File: config.mk
export PLATFORM = sky130hd
export DESIGN_NAME = flst_status_gen
export DESIGN_NICKNAME = d
export VERILOG_FILES = /design/src/rtl/flst_pkg.sv /design/src/rtl/flst_opmem.sv /design/src/rtl/flst_decode.sv /design/src/rtl/flst_toggle.sv /design/src/rtl/flst_status_gen.sv
export SDC_FILE = /design/constraint.sdc
export NUM_CORES = 1
export LEC_CHECK = 0
export BUFFER_PORTS_ARGS = -buffer_cell sky130_fd_sc_hd__clkbuf_2
export CORE_MARGIN = 8
export CORE_UTILIZATION = 42
export DETAILED_ROUTE_END_ITERATION = 6
export PLACE_DENSITY = 0.78
export REMOVE_ABC_BUFFERS = 1
export SLEW_MARGIN = 10
export SYNTH_ARGS = -nofsm -noshare
export SYNTH_HDL_FRONTEND = slang
export SYNTH_HIERARCHICAL = 1
export SYNTH_SLANG_ARGS = --single-unit
File: constraint.sdc
create_clock -name clk -period 2.35 [get_ports clk]
set_input_delay 0.47 -clock clk [delete_from_list [all_inputs] [get_ports clk]]
set_output_delay 0.47 -clock clk [all_outputs]
set_load 0.01 [all_outputs]
File: src/rtl/flst_pkg.sv
package flst_pkg;
  typedef enum logic [2:0] {
    ENG_IDLE  = 3'd0,
    ENG_PROG  = 3'd1,
    ENG_EWIN  = 3'd2,
    ENG_ERASE = 3'd3,
    ENG_SUSP  = 3'd4,
    ENG_SPROG = 3'd5,
    ENG_FAIL  = 3'd6
  } eng_state_t;

  localparam int B_POLL  = 7;
  localparam int B_TOG   = 6;
  localparam int B_LIMIT = 5;
  localparam int B_TIMER = 3;
  localparam int B_SECT  = 2;

  typedef struct packed {
    logic show;
    logic poll;
    logic run6;
    logic run2;
    logic limit;
    logic timer;
    logic busy;
  } stat_ctl_t;
endpackage

File: src/rtl/flst_opmem.sv
module flst_opmem
  import flst_pkg::*;
(
  input  logic       clk,
  input  logic       rst,
  input  logic [2:0] eng_state,
  output logic       last_erase
);
  always_ff @(posedge clk) begin
    if (rst) begin
      last_erase <= 1'b0;
    end else begin
      case (eng_state_t'(eng_state))
        ENG_PROG, ENG_SPROG:           last_erase <= 1'b0;
        ENG_EWIN, ENG_ERASE, ENG_SUSP: last_erase <= 1'b1;
        default:                       last_erase <= last_erase;
      endcase
    end
  end
endmodule

File: src/rtl/flst_decode.sv
module flst_decode
  import flst_pkg::*;
#(
  parameter int NSECT  = 19,
  parameter int SECT_W = $clog2(NSECT)
) (
  input  logic [2:0]        eng_state,
  input  logic              prog_d7,
  input  logic              last_erase,
  input  logic [NSECT-1:0]  sel_mask,
  input  logic [SECT_W-1:0] rd_sector,
  output stat_ctl_t         ctl
);
  localparam logic [SECT_W:0] SECT_LIM = (SECT_W+1)'(NSECT);

  logic in_sel;

  always_comb begin
    in_sel = 1'b0;
    if ({1'b0, rd_sector} < SECT_LIM) in_sel = sel_mask[rd_sector];
  end

  always_comb begin
    ctl = '0;
    case (eng_state_t'(eng_state))
      ENG_PROG, ENG_SPROG: begin
        ctl.show = 1'b1;
        ctl.poll = ~prog_d7;
        ctl.run6 = 1'b1;
        ctl.busy = 1'b1;
      end
      ENG_EWIN, ENG_ERASE: begin
        ctl.show  = 1'b1;
        ctl.run6  = 1'b1;
        ctl.run2  = in_sel;
        ctl.timer = (eng_state_t'(eng_state) == ENG_ERASE);
        ctl.busy  = 1'b1;
      end
      ENG_SUSP: begin
        ctl.show = in_sel;
        ctl.poll = 1'b1;
        ctl.run2 = in_sel;
      end
      ENG_FAIL: begin
        ctl.show  = 1'b1;
        ctl.limit = 1'b1;
        ctl.run6  = 1'b1;
        ctl.busy  = 1'b1;
        ctl.poll  = last_erase ? 1'b0 : ~prog_d7;
        ctl.timer = last_erase;
        ctl.run2  = last_erase & in_sel;
      end
      default: ctl = '0;
    endcase
  end
endmodule

File: src/rtl/flst_toggle.sv
module flst_toggle #(
  parameter int NTOG = 2
) (
  input  logic            clk,
  input  logic            rst,
  input  logic            strobe,
  input  logic [NTOG-1:0] run,
  output logic [NTOG-1:0] nxt
);
  logic [NTOG-1:0] q;

  for (genvar i = 0; i < NTOG; i++) begin : g_cell
    assign nxt[i] = (strobe && run[i]) ? ~q[i] : q[i];
    always_ff @(posedge clk) begin
      if (rst) q[i] <= 1'b0;
      else     q[i] <= nxt[i];
    end
  end
endmodule

File: src/rtl/flst_status_gen.sv
module flst_status_gen
  import flst_pkg::*;
#(
  parameter int NSECT  = 19,
  parameter int SECT_W = $clog2(NSECT),
  parameter int WORD_W = 16
) (
  input  logic              clk,
  input  logic              rst,
  input  logic [2:0]        eng_state,
  input  logic              prog_d7,
  input  logic [NSECT-1:0]  sel_mask,
  input  logic [SECT_W-1:0] rd_sector,
  input  logic              rd_strobe,
  output logic [WORD_W-1:0] stat_word,
  output logic              stat_sel,
  output logic              ready
);
  localparam int T6 = 0;
  localparam int T2 = 1;

  stat_ctl_t         ctl;
  logic              last_erase;
  logic [1:0]        tog_run;
  logic [1:0]        tog_nxt;
  logic [WORD_W-1:0] word_d;

  flst_opmem u_opmem (
    .clk        (clk),
    .rst        (rst),
    .eng_state  (eng_state),
    .last_erase (last_erase)
  );

  flst_decode #(.NSECT(NSECT), .SECT_W(SECT_W)) u_dec (
    .eng_state  (eng_state),
    .prog_d7    (prog_d7),
    .last_erase (last_erase),
    .sel_mask   (sel_mask),
    .rd_sector  (rd_sector),
    .ctl        (ctl)
  );

  assign tog_run[T6] = ctl.run6;
  assign tog_run[T2] = ctl.run2;

  flst_toggle #(.NTOG(2)) u_tog (
    .clk    (clk),
    .rst    (rst),
    .strobe (rd_strobe),
    .run    (tog_run),
    .nxt    (tog_nxt)
  );

  always_comb begin
    word_d = '0;
    if (ctl.show) begin
      word_d[B_POLL]  = ctl.poll;
      word_d[B_TOG]   = tog_nxt[T6];
      word_d[B_LIMIT] = ctl.limit;
      word_d[B_TIMER] = ctl.timer;
      word_d[B_SECT]  = tog_nxt[T2];
    end
  end

  always_ff @(posedge clk) begin
    if (rst) begin
      stat_word <= '0;
      stat_sel  <= 1'b0;
      ready     <= 1'b1;
    end else begin
      ready <= ~ctl.busy;
      if (rd_strobe) begin
        stat_word <= word_d;
        stat_sel  <= ctl.show;
      end
    end
  end
endmodule

-- Yosys cells after proc, flatten, opt, wreduce, memory -nomap -nowiden
Cells that the tools add are included.
- reduce and logical (&&, ||, !) cells: 7
- bitwise gates (word level): 5
- order comparisons: 2
- multiplexer cells: 15
- eq/ne operators: 6
- operators with widths (kind ; count):
    3-bit == test (second input constant) ; 3
    1-bit one-hot mux with 2 select lines ; 4
    1-bit two-way mux ; 7
    3-bit by 2-bit == test with 1-bit output (second input constant) ; 2
    5-bit by 6-bit less-than comparator with 1-bit output (second input constant) ; 1
    1-bit binary-select mux with 5-bit select ; 1
    5-bit less-than comparator (second input constant) ; 1
    5-bit OR reduction ; 1
    1-bit NOT ; 4
    2-bit OR reduction ; 2
    3-bit by 1-bit == test with 1-bit output (second input constant) ; 1
    3-bit two-way mux ; 1
    1-bit one-hot mux with 3 select lines ; 1
    3-bit OR reduction ; 1
    1-bit logical AND ; 2
    2-bit two-way mux ; 1
    2-bit nonzero test ; 1
    1-bit AND ; 1
- word-level logic and storage cells: 41
- flip-flop bits (word level): 10
- output and inout port bits: 18

-- Logic depth before layout (Yosys ltp)
Gate-level depths: netlist of run 1.
- depth in word-level cells: 8
- gate-level depth with buffers: 10
- gate-level depth less buffers: 9

-- Modules after synthesis
The synthesis of run 1 kept the hierarchy.
- modules (own cells, without submodules) (module ; seq. area each (um^2) ; area each (um^2) ; cells an instance ; times used):
    flst_status_gen ; 140.1 ; 339.1 ; 38 ; 1
    flst_decode ; 0.0 ; 305.3 ; 39 ; 1
    flst_toggle ; 40.0 ; 115.1 ; 12 ; 1
    flst_opmem ; 20.0 ; 51.3 ; 5 ; 1

-- Worst setup path before layout of run 1
OpenSTA, ideal clock, no wires.
- path kind: input -> register
- start: in rd_sector[0]
- end: reg u_tog.q[1]
- data arrival time: 1861 ps
- path slack: 368 ps
- stages: 7
- setup time: 121 ps
- path buffers: 1
- cells stage by stage: buf_6 -> mux4_1 -> o211ai_1 -> a22o_2 -> nor2_1 -> nand2_1 -> mux2_4
- RTL lines (what ; line ; source):
    start: declaration ; flst_status_gen.sv:13 ; input logic [SECT_W-1:0] rd_sector,
    end signal: indexed assignment ; flst_toggle.sv:16 ; else q[i] <= nxt[i];
    end: declaration ; flst_toggle.sv:10 ; logic [NTOG-1:0] q;

==> results of run 1 <==
==> cell type report <==
class | instances | area, µm²
sequential | 10 | 200
fill | 197 | 902
tap | 27 | 33.8
inverter | 5 | 18.8
multi-input combinational | 73 | 505
timing repair buffer | 37 | 185
clock buffer | 4 | 36.3
==> cells by family (layout without fill, tap and decap cells) <==
group	Yosys count	count (layout)	synth area share (%)
AOI/OAI and AO/OA	17	17	14.8
xor gates and xnor gates	3	3	3.24
buffers and inverters	21	46	17.6
DFF	10	10	24.7
muxes	10	10	19.1
other	1	11	0.463
and+or+nand+nor	32	32	20.1
==> registers in the layout, indices dropped and copies added (netlist names) <==
register and flops:
ready 1, stat_sel 1, stat_word 5, u_opmem/last_erase 1, u_tog/q 2
==> critical path: stages <==
cell	delay (ns)
clkbuf_2	0.16
mux4_1	0.57
o211ai_1	0.18
a22o_2	0.18
nor2_1	0.04
nand2_1	0.12
xnor2_1	0.13
nand3_1	0.09
a21oi_1	0.15
==> synthesized netlist by cell type (all sizes together) (2+ instances only) <==
library cell,instances
a21oi,7
mux4,3
dfxtp,10
a31oi,3
mux2i,5
nand3,7
a22o,2
nand2b,7
nor2b,5
nand2,3
inv,5
buf,15
xnor2,3
o211ai,2
mux2,2
nor2,8
==> how the worst min path moves through the flow <==
stage	startpoint	end	slack, ns
2_1_floorplan	u_opmem/last_erase$_SDFFE_PP0P_	u_opmem/last_erase$_SDFFE_PP0P_	0.46
4_1_cts	stat_word[7]$_SDFFE_PP0P_	stat_word[7]$_SDFFE_PP0P_	0.47
3_3_place_gp	stat_word[6]$_SDFFE_PP0P_	stat_word[6]$_SDFFE_PP0P_	0.45
5_1_grt	stat_word[2]$_SDFFE_PP0P_	stat_word[2]$_SDFFE_PP0P_	0.50
6_report	stat_word[7]$_SDFFE_PP0P_	stat_word[7]$_SDFFE_PP0P_	0.47
3_5_place_dp	stat_word[7]$_SDFFE_PP0P_	stat_word[7]$_SDFFE_PP0P_	0.46
==> per-layer routing <==
layer | share of wire, % | routed length, µm | track usage, %
met1 | 42 | 779 | 11.4
met2 | 48 | 873 | 19.5
met3 | 8.7 | 160 | 3.44
met4 | 1.3 | 23 | 5.10
met5 | 0 | 0 | 0
==> report_power, final <==
part | leakage (µW) | switching [µW] | internal, µW
sequential | 0.0000821 | 6.41 | 180
combinational | 0.000379 | 62.5 | 62.2
clock | 0.0000210 | 63.1 | 94.2
total | 0.000482 | 132 | 336
==> metrics by stage <==
stage	hold slack (ns)	std cells	cell area (µm²)	utilization (%)	power, µW
floorplan	0.464	88	724	-	262
global placement	0.453	152	943	50.1	311
detailed placement	0.460	152	943	50.1	315
CTS	0.471	156	980	52.1	474
global route	0.497	156	980	52.1	497
finish	0.468	156	980	52.1	468
==> results.ini, run 1 <==
[status]
status = finished, final reports clean

[power_and_ir_drop]
static-leakage-power_uw = 0.000482
ir_worst_vdd_v = 0.000226
power_density_nw_per_um2 = 478

[cells_and_area]
final_common_cell = clkbuf_2
area_growth_pct = 20.8
antenna_cells = 0
nNetsFinal = 161
final_layout_size_suffix_gt1_share_pct = 36.4
final_cell_mix = 37 x clkbuf_2, 11 x conb_1, 10 x dfxtp_1, 8 x nor2_1

[timing]
fin_crit_sh_pct = 80.5
fin_ws_ns = 0.459
finalHoldViolations = 0
min_period_ns = 1.89
skew_ns = 0.00325
setup_violations = 0
rsz0062_at_grt = no
max_freq_mhz = 529
finalMaxSlewViolations = 0
tns_ns = 0

[cts]
worstSkewPairLatency_ns = 0.27
clkSlewWorstSetupHoldPaths_ns = 0.07
cts-buffers-inserted = 3
cts-root-buf = clkbuf_4
ctsResizeCount = 0
cts_setup_buffers = 0
cts_tree = built
cts_buffer_depth = 2
cts_sinks = 10
cts_hold_buf = 0
htree_levels = 1

[synth]
synth-seq-cells = 10
synth_area_um2 = 811
avgSynthCellArea_um2 = 8.63
synth_top_area_share_pct = 24.7
synth_edf_count = 0
synth_warnings = 6
ys.flop_type = dfxtp_1
ys_seq_area_share_pct = 24.7
synth_area_leaders = dfxtp_1 25%, buf_4 12%, mux4_1 6.5%
synth.distinct_cells = 26
synthCells = 94
yosysTopAreaCell = dfxtp_1
async_flop_share_pct = 0

[worst_hold_path]
worstHoldPathType = reg2reg
worstHoldPathCells = 2

[placement]
place_ws_ns = 0.157
gp_congestion = 0.701
dp_hpwl_mm = 1.60
io_buffers = 37

[die]
dieArea_um2 = 3590
io_pins = 49
coreArea_um2 = 1880
initial_core_util_pct = 43.1
rows = 16
die_w_um = 59.9
die_h_um = 59.9

[routing]
drt_iter0_drc = 11
viasPerCell = 4.60
wl_mm = 1.84
wire_per_inst_um = 11.8
first_pass_iters = 3
drc = 0
vias = 718
postRouteAntennaNets = 0

[job]
maxCapViolCount = 0

[setup_path]
path_max_fanout = 7
cp-endpoint = stat_word[2]$_SDFFE_PP0P_
r2r_start = u_opmem/last_erase$_SDFFE_PP0P_
reg2regPathDepth = 8
crit_arrival_ns = 2.10
r2r_end = stat_word[2]$_SDFFE_PP0P_
cp-start-kind = primary input
r2r_slack_ns = 1.05
cp-startpoint = rd_sector[0]
path_class = in2reg
crit_required_ns = 2.55
end_kind = flip-flop

[grt]
grt_pass1_wl_mm = 3.10
grt_antenna_before_repair = 0
grt_pass1_vias = 764
grt_use_total_pct = 11.0
grt_start_max_net_pins = 14
grt_overflow = 0

Power figures use the tool's default switching activity.
==> run 2, diff against run 1 <==
Settings changed: ABC_AREA from default to 1.
Clock period 2.35 ns to 1.8 ns, I/O delays scaled along.
==> results.ini, run 2 <==
[status]
status = finished, final reports clean

[setup_path]
path_class = in2reg
cpPeakStageDelay_ns = 0.19
crit_arrival_ns = 1.53
crit_required_ns = 1.95
slowest_stage = clkbuf_2
path_max_fanout = 10
crit_buf_inv = 2
crit_family = simple AND/OR/NAND/NOR gates
path_cells = clkbuf_2 -> inv_8 -> nand2_1 -> nand3_1 -> nand2_1 -> nand2_1 -> nand3_1 -> nand2_1 -> nand2_1 -> nor2_2 -> nand2_1 -> nand2_1 -> nand2_1 -> nand3_1 -> a21oi_1
r2r_slack_ns = 0.65
cp-start-kind = primary input
critPathMostFrequentCell = nand2_1
end_kind = flip-flop

[placement]
io_buffers = 37
place_ws_ns = 0.135
dpl-instance-area_um2 = 970
dp_hpwl_mm = 1.82
gp_congestion = 0.909

[cts]
cts_hold_buf = 0
htree_levels = 1
clkSlewWorstSetupHoldPaths_ns = 0.06
ctsResizeCount = 0
cts-root-buf = clkbuf_4
worstSkewPairLatency_ns = 0.26
cts_setup_buffers = 0
cts-buffers-inserted = 3
cts_sinks = 10
cts_tree = built
cts_buffer_depth = 2

[timing]
setup_violations = 0
finalHoldViolations = 0
fin_ws_ns = 0.413
skew_ns = 0.00100
max_freq_mhz = 721
rsz0062_at_grt = no
min_period_ns = 1.39
fin_crit_sh_pct = 77.1
tns_ns = 0
finalMaxSlewViolations = 0

[cells_and_area]
finalInstanceArea_um2 = 992
largest_register_ff_count = 5
antenna_cells = 0
final_layout_size_suffix_gt1_share_pct = 28.5
final_common_cell = nand2_1
area_growth_pct = 21.8
nNetsFinal = 212
final_cell_mix = 49 x nand2_1, 37 x clkbuf_2, 23 x nand3_1, 17 x inv_1, 11 x conb_1
top_register = stat_word
largestRegisters = stat_word (5), u_tog/q (2)

[die]
die_h_um = 60.0
die_w_um = 60.0
initial_core_util_pct = 42.8
rows = 16
coreArea_um2 = 1900
io_pins = 49
dieArea_um2 = 3600

[synth]
ys_seq_area_share_pct = 24.6
synth.most_common_cell = nand2_1
ys.flop_type = dfxtp_1
synth.distinct_cells = 16
synth-seq-cells = 10
async_flop_share_pct = 0
synth_area_um2 = 815
synth_area_leaders = dfxtp_1 25%, nand2_1 23%, nand3_1 14%
synth_warnings = 6
synth_common_cells = 49 x nand2_1, 23 x nand3_1, 17 x inv_1, 12 x buf_4, 10 x dfxtp_1
synth_top_area_share_pct = 24.6
avgSynthCellArea_um2 = 5.74
synthCells = 142
synth_edf_count = 0
yosysTopAreaCell = dfxtp_1

[job]
maxCapViolCount = 0

[routing]
wire_per_inst_um = 10.1
drc = 0
first_pass_iters = 4
viasPerCell = 4.67
vias = 963
postRouteAntennaNets = 0
drt_iter0_drc = 28
wl_mm = 2.09

[power_and_ir_drop]
ir_worst_vdd_v = 0.000359
power_density_nw_per_um2 = 553
static-leakage-power_uw = 0.000584
power_uw = 548

[grt]
grt_pass1_wl_mm = 3.33
grt_pass1_vias = 878
grt_use_total_pct = 11.8
grt_overflow = 0
grt_start_max_net_pins = 12
grt_antenna_before_repair = 0

[worst_hold_path]
worstHoldPathType = in2reg

run 2: report_power, final:
part / switching [µW] / internal (µW) / total [µW]
Clock: 69.3 / 76.9 / 146
Combinational: 99.4 / 63.7 / 163
Sequential: 5.84 / 233 / 239
run 2: metal layers:
metal | vias up | part of all wire, % | GRT usage [%]
met5 | - | 0 | 0
met4 | 0 | 1.6 | 5.10
met2 | 31 | 55 | 22.5
met3 | 6 | 6.6 | 3.23
li1 | 493 | - | -
met1 | 433 | 37 | 11.4
run 2: cell type report:
| cell class | count | area, µm² |
|---|---|---|
| Tap cell | 27 | 33.8 |
| Timing Repair Buffer | 37 | 185 |
| Fill cell | 205 | 910 |
| Sequential cell | 10 | 200 |
| Clock buffer | 3 | 22.5 |
| Multi-Input combinational cell | 104 | 449 |
| Inverter | 25 | 101 |
run 2: kinds of logic (layout without fill, tap and decap cells):
kind of cell           count (synthesis)  count (layout)  share of synthesized area, %
other                                  1              11                         0.460
flip-flops                            10              10                          24.6
buffers and inverters                 38              65                          24.9
AND/OR/NAND/NOR                       79              79                          41.0
AO/OA/AOI/OAI                         14              14                          9.06
run 2: stage by stage:
step / util [%] / cells / hold WS, ns
after global routing: 52.2 / 206 / 0.414
final: 52.2 / 206 / 0.411
after floorplan: - / 139 / 0.429
after detailed placement: 51.0 / 203 / 0.459
after global placement: 51.0 / 203 / 0.449
after CTS: 52.2 / 206 / 0.397
run 2: worst paths after layout:
path,end,from,depth (start not counted)
setup / recovery,stat_word[2]$_SDFFE_PP0P_,rd_sector[0],15
hold / removal,stat_word[2]$_SDFFE_PP0P_,rst,2
hold reg to reg,stat_word[6]$_SDFFE_PP0P_,stat_word[6]$_SDFFE_PP0P_,2
setup reg to reg,stat_word[2]$_SDFFE_PP0P_,u_opmem/last_erase$_SDFFE_PP0P_,9
